==> config.mk <==
export PLATFORM = sky130hd
export DESIGN_NAME = flashStatusGen
export DESIGN_NICKNAME = d
export VERILOG_FILES = /design/src/rtl/flash_stat_pkg.sv /design/src/rtl/statCtrl.sv /design/src/rtl/statDatapath.sv /design/src/rtl/flashStatusGen.sv
export SDC_FILE = /design/constraint.sdc
export NUM_CORES = 1
export LEC_CHECK = 0
export ABC_AREA = 1
export BUFFER_PORTS_ARGS = -buffer_cell sky130_fd_sc_hd__buf_2
export CAP_MARGIN = 20
export CELL_PAD_IN_SITES_DETAIL_PLACEMENT = 2
export CELL_PAD_IN_SITES_GLOBAL_PLACEMENT = 2
export CORE_MARGIN = 10
export CORE_UTILIZATION = 30
export DETAILED_ROUTE_END_ITERATION = 12
export GPL_ROUTABILITY_DRIVEN = 0
export PLACE_DENSITY = 0.78
export RECOVER_POWER = 100
export SLEW_MARGIN = 0
export SYNTH_ARGS = -nofsm -noshare
export SYNTH_HDL_FRONTEND = slang
export SYNTH_SLANG_ARGS = --single-unit
==> constraint.sdc <==
create_clock -name clk -period 2 [get_ports clk]
set_input_delay 0.5 -clock clk [delete_from_list [all_inputs] [get_ports clk]]
set_output_delay 0.5 -clock clk [all_outputs]
set_load 0.01 [all_outputs]
==> src/rtl/flash_stat_pkg.sv <==
package flash_stat_pkg;

  typedef enum logic [2:0] {
    ST_IDLE,
    ST_PROG,
    ST_ERASE,
    ST_SUSP,
    ST_SPROG,
    ST_PROTWIN
  } opStateT;

  // strobes from control to datapath
  typedef struct packed {
    logic loadMask;
    logic clrMask;
    logic loadData;
    logic busy;
    logic eraseTrack;
    logic suspended;
    logic progActive;
    logic timedOut;
  } ctrlStrobesT;

endpackage

==> src/rtl/statCtrl.sv <==
module statCtrl
  import flash_stat_pkg::*;
#(
  parameter int NUM_SECTORS = 8,
  parameter int SECT_W      = $clog2(NUM_SECTORS),
  parameter int PROG_WIN    = 125,
  parameter int ERASE_WIN   = 12500,
  parameter int LIMIT       = 4000
) (
  input  logic                   clk,
  input  logic                   rstN,
  input  logic                   cmdProg,
  input  logic [SECT_W-1:0]      progSector,
  input  logic                   cmdErase,
  input  logic [NUM_SECTORS-1:0] eraseSel,
  input  logic [NUM_SECTORS-1:0] protMask,
  input  logic                   evSuspend,
  input  logic                   evResume,
  input  logic                   evDone,
  output ctrlStrobesT            strobes
);

  localparam int WIN_MAX = (PROG_WIN > ERASE_WIN) ? PROG_WIN : ERASE_WIN;
  localparam int WIN_W   = $clog2(WIN_MAX + 1);
  localparam int LIM_W   = $clog2(LIMIT + 1);

  opStateT          state;
  logic [WIN_W-1:0] winCnt;
  logic [LIM_W-1:0] limCnt;
  logic             timedOut;
  logic             retSusp;
  logic             winProg;

  logic acceptProg, acceptErase, progProt, eraseNone, activeOp;

  assign acceptProg  = cmdProg && (state == ST_IDLE || state == ST_SUSP);
  assign acceptErase = cmdErase && (state == ST_IDLE) && !cmdProg;
  assign progProt    = protMask[progSector];
  assign eraseNone   = ((eraseSel & ~protMask) == '0);
  assign activeOp    = (state == ST_PROG) || (state == ST_ERASE) || (state == ST_SPROG);

  always_ff @(posedge clk) begin
    if (!rstN) begin
      state    <= ST_IDLE;
      winCnt   <= '0;
      limCnt   <= '0;
      timedOut <= 1'b0;
      retSusp  <= 1'b0;
      winProg  <= 1'b0;
    end else begin
      // time-limit counter runs while an operation is active
      if (activeOp && !timedOut) begin
        if (limCnt == LIM_W'(LIMIT - 1)) timedOut <= 1'b1;
        else                             limCnt   <= limCnt + 1'b1;
      end
      unique case (state)
        ST_IDLE: begin
          if (acceptProg) begin
            if (progProt) begin
              state   <= ST_PROTWIN;
              winCnt  <= WIN_W'(PROG_WIN - 1);
              winProg <= 1'b1;
              retSusp <= 1'b0;
            end else begin
              state    <= ST_PROG;
              limCnt   <= '0;
              timedOut <= 1'b0;
            end
          end else if (acceptErase) begin
            if (eraseNone) begin
              state   <= ST_PROTWIN;
              winCnt  <= WIN_W'(ERASE_WIN - 1);
              winProg <= 1'b0;
              retSusp <= 1'b0;
            end else begin
              state    <= ST_ERASE;
              limCnt   <= '0;
              timedOut <= 1'b0;
            end
          end
        end
        ST_PROG: begin
          if (evDone) begin
            state    <= ST_IDLE;
            timedOut <= 1'b0;
          end
        end
        ST_ERASE: begin
          if (evDone) begin
            state    <= ST_IDLE;
            timedOut <= 1'b0;
          end else if (evSuspend) begin
            state <= ST_SUSP;
          end
        end
        ST_SUSP: begin
          if (evResume) begin
            state <= ST_ERASE;
          end else if (acceptProg) begin
            if (progProt) begin
              state   <= ST_PROTWIN;
              winCnt  <= WIN_W'(PROG_WIN - 1);
              winProg <= 1'b1;
              retSusp <= 1'b1;
            end else begin
              state    <= ST_SPROG;
              limCnt   <= '0;
              timedOut <= 1'b0;
            end
          end
        end
        ST_SPROG: begin
          if (evDone) begin
            state    <= ST_SUSP;
            timedOut <= 1'b0;
          end
        end
        ST_PROTWIN: begin
          if (winCnt == '0) state <= retSusp ? ST_SUSP : ST_IDLE;
          else              winCnt <= winCnt - 1'b1;
        end
        default: state <= ST_IDLE;
      endcase
    end
  end

  always_comb begin
    strobes            = '0;
    strobes.loadMask   = acceptErase;
    strobes.clrMask    = (state == ST_ERASE) && evDone;
    strobes.loadData   = acceptProg;
    strobes.busy       = activeOp || (state == ST_PROTWIN);
    strobes.eraseTrack = (state == ST_ERASE) || (state == ST_SUSP) ||
                         (state == ST_SPROG) || ((state == ST_PROTWIN) && retSusp);
    strobes.suspended  = (state == ST_SUSP);
    strobes.progActive = (state == ST_PROG) || (state == ST_SPROG) ||
                         ((state == ST_PROTWIN) && winProg);
    strobes.timedOut   = timedOut;
  end

endmodule

==> src/rtl/statDatapath.sv <==
module statDatapath
  import flash_stat_pkg::*;
#(
  parameter int NUM_SECTORS = 8,
  parameter int SECT_W      = $clog2(NUM_SECTORS)
) (
  input  logic                   clk,
  input  logic                   rstN,
  input  ctrlStrobesT            strobes,
  input  logic                   progDataMsb,
  input  logic [NUM_SECTORS-1:0] eraseSel,
  input  logic [NUM_SECTORS-1:0] protMask,
  input  logic                   rdStrobe,
  input  logic [SECT_W-1:0]      rdSector,
  output logic                   dq7,
  output logic                   dq6,
  output logic                   dq5,
  output logic                   dq2,
  output logic                   statusMode
);

  logic [NUM_SECTORS-1:0] maskQ;
  logic                   dataQ;
  logic                   tglBusyQ;
  logic                   tglSectQ;
  logic                   sectHit;

  assign sectHit = maskQ[rdSector];

  always_ff @(posedge clk) begin
    if (!rstN) begin
      maskQ    <= '0;
      dataQ    <= 1'b0;
      tglBusyQ <= 1'b0;
      tglSectQ <= 1'b0;
    end else begin
      if (strobes.loadMask)     maskQ <= eraseSel & ~protMask;
      else if (strobes.clrMask) maskQ <= '0;
      if (strobes.loadData) dataQ <= progDataMsb;
      if (rdStrobe && strobes.busy) tglBusyQ <= ~tglBusyQ;
      if (rdStrobe && strobes.eraseTrack && sectHit) tglSectQ <= ~tglSectQ;
    end
  end

  always_comb begin
    if (strobes.progActive)     dq7 = ~dataQ;
    else if (strobes.suspended) dq7 = 1'b1;
    else                        dq7 = 1'b0;
  end

  assign dq6        = tglBusyQ;
  assign dq2        = tglSectQ;
  assign dq5        = strobes.timedOut;
  assign statusMode = strobes.busy || (strobes.suspended && sectHit);

endmodule

==> src/rtl/flashStatusGen.sv <==
module flashStatusGen
  import flash_stat_pkg::*;
#(
  parameter int NUM_SECTORS = 8,
  parameter int SECT_W      = $clog2(NUM_SECTORS),
  parameter int PROG_WIN    = 125,
  parameter int ERASE_WIN   = 12500,
  parameter int LIMIT       = 4000
) (
  input  logic                   clk,
  input  logic                   rstN,
  input  logic                   cmdProg,
  input  logic [SECT_W-1:0]      progSector,
  input  logic                   progDataMsb,
  input  logic                   cmdErase,
  input  logic [NUM_SECTORS-1:0] eraseSel,
  input  logic [NUM_SECTORS-1:0] protMask,
  input  logic                   evSuspend,
  input  logic                   evResume,
  input  logic                   evDone,
  input  logic                   rdStrobe,
  input  logic [SECT_W-1:0]      rdSector,
  output logic                   dq7,
  output logic                   dq6,
  output logic                   dq5,
  output logic                   dq2,
  output logic                   statusMode
);

  ctrlStrobesT ctrlStb;

  statCtrl #(
    .NUM_SECTORS(NUM_SECTORS), .SECT_W(SECT_W), .PROG_WIN(PROG_WIN),
    .ERASE_WIN(ERASE_WIN), .LIMIT(LIMIT)
  ) i_ctrl (
    .clk(clk), .rstN(rstN), .cmdProg(cmdProg), .progSector(progSector),
    .cmdErase(cmdErase), .eraseSel(eraseSel), .protMask(protMask),
    .evSuspend(evSuspend), .evResume(evResume), .evDone(evDone),
    .strobes(ctrlStb)
  );

  statDatapath #(
    .NUM_SECTORS(NUM_SECTORS), .SECT_W(SECT_W)
  ) i_dp (
    .clk(clk), .rstN(rstN), .strobes(ctrlStb), .progDataMsb(progDataMsb),
    .eraseSel(eraseSel), .protMask(protMask), .rdStrobe(rdStrobe),
    .rdSector(rdSector), .dq7(dq7), .dq6(dq6), .dq5(dq5), .dq2(dq2),
    .statusMode(statusMode)
  );

endmodule

After elaboration in Yosys (flattened, before gate mapping). Cells that the tools add are included.

Muxes and demuxes: 62. Reductions and logical operators: 34. Add/subtract/negate cells: 2. Eq/ne operators: 18. Magnitude comparators: 2. Bitwise logic cells: 5.

Operators by type and width (count): two-way mux 14 bit (7); two-way mux 12 bit (8); case mux 14 bit (3 select lines) (1); two-way mux 3 bit (11); two-way mux 1 bit (25); case mux 12 bit (2 select lines) (1); case mux 3 bit (6 select lines) (1); two-way mux 8 bit (2); logical NOT 14 bit (1); subtractor 14 x 1 -> 14 bit, second input constant (1); adder 12 x 1 -> 12 bit, second input constant (1); == test 12 bit, second input constant (1); != test 2 bit, second input constant (6); AND reduction 6 bit (2); logical AND 1 bit (11); logical OR 1 bit (10); != test 3 bit, second input constant (3); AND 8 bit (1); logical NOT 8 bit (1); < comparator 3 x 4 -> 1 bit, second input constant (2); NOT 8 bit (1); AND reduction 7 bit (1); binary-select mux 1 bit (select 3 bit) (2); == test 3 x 2 -> 1 bit, second input constant (2); other kinds (14) (21).

Logic and storage cells: 133. Register bits: 43. Bits of input ports: 31. Output and inout bits: 5.

Longest topological paths before layout. Gate-level depths: netlist of the first run.

Depth in word-level cells: 9. Mapped depth: 13. Mapped depth without buffers: 13.

Modules after synthesis. A second synthesis of the first run with hierarchy kept.

Cell total of the unflattened synthesis: 487. Area total of the unflattened synthesis: 3036.7 um^2.

By module, submodules not included: statCtrl (seq. area each 640.6 um^2, area an instance 2469.9 um^2, instances 1, cells an instance 407); statDatapath (seq. area each 220.2 um^2, area an instance 566.8 um^2, instances 1, cells an instance 80).

Worst setup path after synthesis of the first run. OpenSTA, ideal clock, no wires.

Kind: reg-to-output. From: register i_ctrl.state[0]. To: output dq7. Required time: 1500 ps. Stages on the path, launching flop included: 6. Data arrival time: 1226 ps. Path slack: 274 ps. Path through: dfxtp_1 > nand2_1 > nor2_4 > buf_2 > a21oi_1 > o21ai_0.

Cells in the longest elaborated chain, start to end: 4. Elaborated cells between the ends (all ways): 9.

RTL lines: start, declared (line statCtrl.sv:27) `opStateT state;`; start signal, assigned (line statCtrl.sv:119) `if (winCnt == '0) state <= retSusp ? ST_SUSP : ST_IDLE;`; == test 3 x 1 -> 1 bit (tied with other cells) (line statCtrl.sv:136) `strobes.progActive = (state == ST_PROG) || (state == ST_SPROG) ||`; logical OR 1 bit or logical AND 1 bit (tied branches) (line statCtrl.sv:136, statCtrl.sv:137); logical OR 1 bit (line statCtrl.sv:136); two-way mux 1 bit * (line statDatapath.sv:46) `if (strobes.progActive) dq7 = ~dataQ;`; end, declared (line flashStatusGen.sv:23) `output logic dq7,`.

Mark *: on every way between the ends. The rest lies on a longest branch, timed or not.

Worst setup path in the final report of the first run.
From: register i_ctrl.state[1]. To: output statusMode.

Cells in the longest elaborated chain, start to end: 5. Elaborated cells between the ends (all ways): 10.

RTL lines: == test 3 x 1 -> 1 bit or == test 3 x 2 -> 1 bit (tied branches) (line statCtrl.sv:40) `assign activeOp = (state == ST_PROG) || (state == ST_ERASE) || (state == ST_SPROG);`; logical OR 1 bit (2 in a row) (line statCtrl.sv:40); logical OR 1 bit (line statCtrl.sv:132) `strobes.busy = activeOp || (state == ST_PROTWIN);`; logical OR 1 bit * (line statDatapath.sv:54) `assign statusMode = strobes.busy || (strobes.suspended && sectHit);`; end, declared (line flashStatusGen.sv:27) `output logic statusMode`.

Marked as above.

==> flow_summary_export.csv, run 1 <==
group,metric,value,unit
route,wl,10.6,mm
sta,slew_viol_final,0,
critical_path,cp_max_fo,6,
grt,antenna_found_initial,0,
sta,tns,0,ns
clocking,path_clk_slew,0.10,ns
sta,max_freq,0.520,GHz
die,dieHeight,118,µm
synthesis,ys.flop_type,"dfxtp_1",
place,place_ws,0.115,ns
final_layout,ff_latch_area,871,µm²
synthesis,syn_area_per_cell,6.00,µm²
sta,tightest_slew,0.354,ns
route,postRouteAntennaNets,0,
final_layout,fillers,1198,
grt,grt_pass1_wl,17.3,mm
die,die_w,118,µm
clocking,cts_tree,"yes",
power,p_leak,1.65,nW
final_layout,drive_above_1_share,0.161,
grt,grt_overflow,0,
power,ir_drop,0.000534,V
grt,grt_pass1_vias,3436,
die,initial_utilization,0.309,
place,port_buffers,35,
sta,worst_slack,0.0776,ns
final_layout,nets,568,
die,row_count,35,
grt,grt_max_degree,17,
job,max_cap_violations,0,
critical_path,r2r_slack,0.16,ns
clocking,cts-htree-levels,2,
route,wl_per_cell,16.0,µm
grt,track_usage,0.148,
final_layout,syn2layout_area_growth,20.4,%
clocking,clkLatencyLatePin,0.31,ns
clocking,cts_buffer_depth,2,
min_path,hold_class,"reg -> reg",
critical_path,end_kind,"primary output",
clocking,holdBufCountCts,0,
clocking,cts_buffers,5,
synthesis,synth_warnings,0,
route,drc,0,
synthesis,ys_ff_latch,43,
clocking,root_buffer,"clkbuf_8",
sta,whs,0.470,ns
synthesis,ys_seq_area_frac,0.300,
route,drtIter0Drc,120,
synthesis,synth_cell_type_count,36,
sta,final-hold-violation-count,0,
critical_path,cp.arrival,1.42,ns
route,first_pass_iters,4,
critical_path,path_class,"reg -> out",
final_layout,mostFrequentLayoutCells,"nand2_1, inv_1, nor2_1",
die,io_pins,36,
sta,setup_viol,0,
sta,skew,0.0156,ns
critical_path,setup.worst_path.start_class,"register",
synthesis,synth-edff-count,0,
power,power_density,1450,nW/µm²
sta,relSlewSlack,0.763,
synthesis,syn-num-nets,513,
synthesis,synthArstFlopShare,0,
sta,period_share,0.961,
status,status,"finished clean",
synthesis,syn-instance-count,478,
die,coreArea,9280,µm²
die,die_area,13900,µm²
final_layout,layout_commonest_cell,"nand2_1",
route,via_count,3241,
final_layout,multiInputGateArea,1740,µm²
synthesis,synth_area,2870,µm²
sta,period_needed,1.92,ns
place,dpl.hpwl,8.40,mm
clocking,clkSinkCount,43,
critical_path,cp.required,1.50,ns
final_layout,post-route-util,0.372,
final_layout,antennaDiodeCount,0,
route,routed_via_density,4.89,
## timing repair
action                                  in CTS  in global routing
endpoints found under the setup margin       2                  8
gates cloned                                 0                  0
setup buffers                                0                  3
pin swaps                                    0                  2
gates resized for setup                      6                 11
## cell families after synthesis
| family | count (synthesis) | share of synthesized area |
|---|---|---|
| fa+ha+maj | 4 | 0.0174 |
| buf+inv | 74 | 0.102 |
| flops | 43 | 0.300 |
| compound gates | 68 | 0.128 |
| simple gates | 275 | 0.410 |
| xor+xnor | 14 | 0.0427 |
## routing by layer
metal | GRT usage | vias to the layer above | share of wire
met5 | 0 | - | 0
met4 | 0.0278 | 0 | 0.0061
met3 | 0.0201 | 5 | 0.014
met2 | 0.277 | 17 | 0.52
met1 | 0.173 | 1590 | 0.46
li1 | - | 1629 | -
## area by class of cell
cell class                 count  area share
clock buffer                   5      0.0199
clock inverter                 3     0.00688
inverter                      68      0.0746
multi-input combinational    361       0.505
sequential                    43       0.252
tap                          129      0.0467
timing repair buffer          54      0.0946
## worst max-delay path: stages (launching register included)
cell and delay (ns):
dfxtp_4 0.39, inv_1 0.08, nand2_2 0.08, nor2_4 0.20, buf_4 0.15, nor2_2 0.04, nand2_1 0.06, buf_2 0.12
## synthesized netlist by cell type (all sizes together) (3+ instances only)
master / instances / area [µm²]
ha: 4 / 50.1
dfxtp: 43 / 861
nand2: 150 / 583
a21oi: 35 / 183
nand3: 42 / 223
xor2: 13 / 114
o21ai: 24 / 120
nand4: 7 / 43.8
nor2: 67 / 272
nor3: 3 / 15.0
inv: 67 / 251
buf: 4 / 28.8
## metrics by stage
step / cell area, µm² / power (mW) / std cells
after floorplan: 2870 / 3.33 / 478
after CTS: 3410 / 4.97 / 660
after global placement: 3300 / 4.14 / 652
after global routing: 3450 / 5.55 / 663
final: 3450 / 5.01 / 663
after detailed placement: 3300 / 4.29 / 652
## where the power goes
group | switching [mW] | internal, mW
registers | 0.246 | 1.08
logic | 2.00 | 1.08
clock network | 0.353 | 0.251
total | 2.59 | 2.42
## registers in the layout, summed over array words and instances, names as in the netlist
register and cells:
i_ctrl.winCnt 14, i_ctrl.limCnt 12, i_dp.maskQ 8, i_ctrl.state 3, i_ctrl.retSusp 1, i_ctrl.timedOut 1, i_ctrl.winProg 1, i_dp.dataQ 1
i_dp.dq2 1, i_dp.dq6 1
## path summary, 6_finish.rpt
check | cells after the start | end | start
setup / recovery | 7 | statusMode | i_ctrl.state[1]$_SDFFE_PN0P_
hold / removal | 1 | i_dp.dq6$_SDFFE_PN0P_ | i_dp.dq6$_SDFFE_PN0P_
setup reg to reg | 13 | i_ctrl.winCnt[2]$_SDFFE_PN0P_ | i_ctrl.state[1]$_SDFFE_PN0P_
hold reg to reg | 1 | i_dp.dq6$_SDFFE_PN0P_ | i_dp.dq6$_SDFFE_PN0P_
Power figures use the tool's default switching activity.
==> run 2, diff against run 1 <==
- CORE_UTILIZATION: 30 -> 33
- PLACE_DENSITY: 0.78 -> 0.85
- clock period: 2 -> 2.3 ns (I/O delays scaled with it)
==> run 2 against run 1 <==
Cell area fell by 5.0%. Combinational power fell by 20%. Non-clock buffer count fell by 11. Sequential power fell by 14%. Count of clock-buffer cells in the layout did not move. Critical endpoint unchanged. Highest routed layer unchanged. Utilization rose by 2.1 points. First-iteration DRC count fell by 28%. Sequential share of layout area rose by 1.1 points.
==> flow_summary_export.csv, run 2 (synthesis results as in run 1) <==
group,metric,value,unit
die,io_pins,36,
route,drc,0,
critical_path,path_class,"reg -> out",
die,die_w,113,µm
place,port_buffers,35,
route,drtIter0Drc,86,
sta,relSlewSlack,0.622,
die,dieHeight,113,µm
die,row_count,33,
route,via_count,3178,
final_layout,layout_commonest_cell,"nand2_1",
clocking,cts_tree,"yes",
final_layout,largest_reg_flops,14,
clocking,post_cts_resized,1,
clocking,clkSinkCount,43,
grt,grt_max_degree,18,
sta,slew_viol_final,0,
clocking,cts-htree-levels,2,
sta,skew,0.00894,ns
sta,period_needed,2.17,ns
status,status,"finished clean",
sta,period_share,0.944,
clocking,root_buffer,"clkbuf_8",
clocking,cts_buffer_depth,2,
grt,grt_overflow,0,
final_layout,mostFrequentLayoutCells,"nand2_1, inv_1, nor2_1",
final_layout,antennaDiodeCount,0,
critical_path,cp.required,1.73,ns
critical_path,cp.arrival,1.60,ns
final_layout,nets,557,
final_layout,post-route-util,0.393,
final_layout,reg_top3,"i_ctrl.winCnt: 14 flops, i_ctrl.limCnt: 12 flops, i_dp.maskQ: 8 flops",
grt,grt_pass1_vias,3539,
min_path,hold_class,"reg -> reg",
place,place_ws,0.213,ns
die,die_area,12800,µm²
place,dpl.hpwl,8.29,mm
die,initial_utilization,0.344,
critical_path,end_kind,"primary output",
clocking,clkLatencyLatePin,0.31,ns
grt,antenna_found_initial,0,
critical_path,cp_max_fo,9,
route,wl,10.4,mm
clocking,cts_buffers,5,
final_layout,multiInputGateArea,1710,µm²
grt,track_usage,0.166,
final_layout,syn2layout_area_growth,14.3,%
final_layout,ff_latch_area,863,µm²
final_layout,top_register,"i_ctrl.winCnt",
sta,max_freq,0.460,GHz
final_layout,drive_above_1_share,0.119,
route,first_pass_iters,4,
route,postRouteAntennaNets,0,
final_layout,fillers,1087,
sta,final-hold-violation-count,0,
job,max_cap_violations,0,
clocking,path_clk_slew,0.10,ns
route,routed_via_density,5.06,
sta,worst_slack,0.128,ns
sta,tightest_slew,0.566,ns
sta,setup_viol,0,
sta,rsz0062_at_grt,"no",
die,coreArea,8340,µm²
clocking,post-cts-setup-buffer-count,0,
sta,whs,0.451,ns
grt,grt_pass1_wl,17.9,mm
clocking,holdBufCountCts,0,
power,p_leak,1.58,nW
power,ir_drop,0.000400,V
route,wl_per_cell,16.6,µm
critical_path,setup.worst_path.start_class,"register",
sta,tns,0,ns
power,power_density,1250,nW/µm²
-- run 2: layout make-up --
type / instances / share of cell area
timing repair buffer: 43 / 0.0683
clock inverter: 3 / 0.00725
clock buffer: 5 / 0.0210
inverter: 68 / 0.0778
tap: 105 / 0.0401
sequential: 43 / 0.263
multi-input combinational: 361 / 0.522
-- run 2: path summary, 6_finish.rpt --
check                                    start                     endpoint  slack (ns)  depth (start not counted)
hold reg to reg          i_dp.dq6$_SDFFE_PN0P_        i_dp.dq6$_SDFFE_PN0P_        0.45                          1
setup / recovery  i_ctrl.state[2]$_SDFFE_PN0P_                   statusMode        0.13                          6
setup reg to reg  i_ctrl.state[2]$_SDFFE_PN0P_  i_ctrl.limCnt[7]$_SDFF_PN0_        0.24                         10
hold / removal           i_dp.dq6$_SDFFE_PN0P_        i_dp.dq6$_SDFFE_PN0P_        0.45                          1
-- run 2: stage by stage --
step	instances	total power, mW	area (µm²)
3_3_place_gp	620	3.47	3200
5_1_grt	628	4.60	3280
3_5_place_dp	620	3.61	3200
6_report	628	4.11	3280
4_1_cts	628	4.20	3290
2_1_floorplan	478	2.90	2870
-- run 2: layer usage --
metal / wire length (µm) / up-vias / global-route usage
li1: - / 1610 / -
met1: 4700 / 1539 / 0.202
met2: 5450 / 19 / 0.304
met3: 163 / 10 / 0.0195
met4: 108 / 0 / 0.0355
met5: 0 / - / 0
-- run 2: critical path: stages (launching register included) --
cell and delay, ns:
dfxtp_1 0.35, inv_2 0.16, nand3_4 0.18, inv_1 0.30, nand2_1 0.11, nand2_1 0.07
clkbuf_2 0.12
-- run 2: where the power goes --
part           leakage, nW  internal, mW  total (mW)  switching [mW]
Clock               0.0408         0.218       0.515           0.297
Sequential           0.351         0.933        1.14           0.206
Combinational         1.19         0.768        2.46            1.69
Total                 1.58          1.92        4.11            2.19
==> run 3, diff against run 2 <==
- CORE_ASPECT_RATIO: default -> 1.25
- SETUP_SLACK_MARGIN: default -> 0.15
==> run 3 against run 2 <==
Count of clock-buffer cells in the layout up 1. Register-to-register slack better by 0.06 ns. Fmax up 1.1%. Total power up 1.4%. Sequential cell count unchanged. Wire length down 3.0%. Clock power up 16%. Non-clock buffer count up 3. Sequential share of layout area down 0.35 points. Cell area up 1.6%. Setup slack better by 0.024 ns. Critical endpoint unchanged. Largest power group unchanged.
==> flow_summary_export.csv, run 3 (synthesis results as in run 1) <==
group,metric,value,unit
sta,worst_slack,0.152,ns
status,status,"finished clean",
sta,skew,0.00558,ns
clocking,cts_buffer_depth,2,
clocking,cts_buffers,5,
min_path,hold_class,"reg -> reg",
sta,whs,0.471,ns
critical_path,ff2ff_path_depth,12,
final_layout,top_register,"i_ctrl.winCnt",
place,place_ws,0.189,ns
sta,max_freq,0.466,GHz
final_layout,fillers,1109,
route,routed_via_density,4.90,
route,via_count,3160,
sta,slew_viol_final,0,
route,wl,10.1,mm
clocking,clkLatencyLatePin,0.31,ns
sta,period_share,0.934,
clocking,holdBufCountCts,0,
sta,period_needed,2.15,ns
clocking,clkSinkCount,43,
critical_path,cp_max_fo,5,
critical_path,cp.required,1.73,ns
place,dp_cells,635,
die,die_w,103,µm
critical_path,cpMaxStageDelayCell,"o22ai_1",
final_layout,final_cells,645,
grt,antenna_found_initial,0,
route,wl_per_cell,15.7,µm
min_path,min-delay-start,"i_dp.maskQ[5]$_SDFFE_PN0P_",
place,dpl.hpwl,8.18,mm
route,postRouteAntennaNets,0,
clocking,cts_tree,"yes",
job,max_cap_violations,0,
critical_path,cp_common_cell,"nand2_1",
critical_path,setup.worst_path.start_class,"primary input",
critical_path,path_class,"in -> out",
die,row_count,38,
power,ir_drop,0.000411,V
sta,rsz0062_at_grt,"yes",
grt,grt_overflow,0,
place,port_buffers,35,
grt,grt_max_degree,18,
die,die_area,12800,µm²
clocking,path_clk_slew,0.08,ns
power,p_leak,1.59,nW
route,drc,0,
clocking,root_buffer,"clkbuf_8",
final_layout,largest_reg_flops,14,
die,coreArea,8610,µm²
critical_path,timing.rr.end,"i_ctrl.winCnt[2]$_SDFFE_PN0P_",
critical_path,max_stage_delay,0.17,ns
route,first_pass_iters,4,
final_layout,nets,560,
critical_path,cp_cell_sequence,"buf_2 > inv_1 > nor2_1 > o22ai_1 > nand2_1 > nand2_1 > nand2_1 > nand2_1 > clkbuf_1",
final_layout,drive_above_1_share,0.120,
sta,tns,0,ns
final_layout,syn2layout_area_growth,16.2,%
critical_path,rr_startpoint,"i_ctrl.state[0]$_SDFFE_PN0P_",
critical_path,end_kind,"primary output",
die,dieHeight,124,µm
critical_path,r2r_slack,0.30,ns
sta,relSlewSlack,0.609,
die,initial_utilization,0.333,
grt,grt_pass1_vias,3443,
min_path,holdPathStages,2,
route,drtIter0Drc,41,
final_layout,layout_commonest_cell,"nand2_1",
final_layout,antennaDiodeCount,0,
critical_path,cp.arrival,1.57,ns
sta,setup_viol,0,
grt,track_usage,0.164,
grt,grt_pass1_wl,16.9,mm
power,power_density,1250,nW/µm²
final_layout,reg_top3,"i_ctrl.winCnt: 14 flops, i_ctrl.limCnt: 12 flops, i_dp.maskQ: 8 flops",
die,io_pins,36,
final_layout,mostFrequentLayoutCells,"nand2_1, nor2_1, inv_1",
sta,tightest_slew,0.587,ns
clocking,cts-htree-levels,2,
min_path,min_to,"i_dp.maskQ[5]$_SDFFE_PN0P_",
sta,final-hold-violation-count,0,
==> run 3: cell count changes in the layout (fill, tap and decap cells not counted) <==
cell	previous run	this run
o21ai_0	20	19
buf_2	30	31
inv_6	1	0
clkinvlp_4	2	1
dfxtp_4	0	1
buf_4	6	8
clkbuf_1	5	7
dfxtp_2	2	1
clkbuf_2	2	1
o21ai_1	4	5
inv_1	63	62
bufinv_16	0	1
==> run 3: how the worst max path moves through the flow <==
stage                                  from    endpoint  cells past startpoint
4_1_cts        i_ctrl.state[0]$_SDFFE_PN0P_  statusMode                      7
3_3_place_gp                    rdSector[0]  statusMode                      9
3_5_place_dp                    rdSector[0]  statusMode                      9
2_1_floorplan  i_ctrl.state[0]$_SDFFE_PN0P_         dq7                      5
5_1_grt                         rdSector[0]  statusMode                      9
6_report                        rdSector[0]  statusMode                      9
==> run 3: power by group <==
| group | switching, mW | internal (mW) | total (mW) |
|---|---|---|---|
| logic | 1.66 | 0.777 | 2.44 |
| registers | 0.207 | 0.934 | 1.14 |
| clock network | 0.276 | 0.319 | 0.595 |
==> run 3: critical path, delay by kind of cell <==
family,cells,cell delay [ns]
AND/OR/NAND/NOR,5,0.43
buffers and inverters,3,0.38
AO/OA/AOI/OAI,1,0.17
==> run 3: final cells by class <==
class / count / area, µm² / share of cell area
clock inverter: 1 / 30.0 / 0.00901
inverter: 68 / 259 / 0.0777
sequential: 43 / 866 / 0.260
timing repair buffer: 46 / 243 / 0.0728
multi-input combinational: 361 / 1710 / 0.514
clock buffer: 6 / 72.6 / 0.0218
tap: 120 / 150 / 0.0450
==> run 3: through the flow <==
stage,utilization,total power [mW],cell area [µm²]
final,0.387,4.17,3330
after global routing,0.387,4.65,3330
after CTS,0.390,4.30,3350
after detailed placement,0.374,3.65,3220
after global placement,0.374,3.50,3220
after floorplan,-,2.90,2870
==> run 3: layer usage <==
metal | global-route usage | routed length (µm)
met3 | 0.0255 | 162
met4 | 0.0369 | 96
met2 | 0.328 | 5970
met5 | 0 | 0
met1 | 0.165 | 3880
==> run 3: timing repair <==
item / in CTS / in global routing
resized for setup: 6 / 2
pin swaps: 2 / 0
endpoints found under the setup margin: 2 / 13
setup buffers: 3 / 0
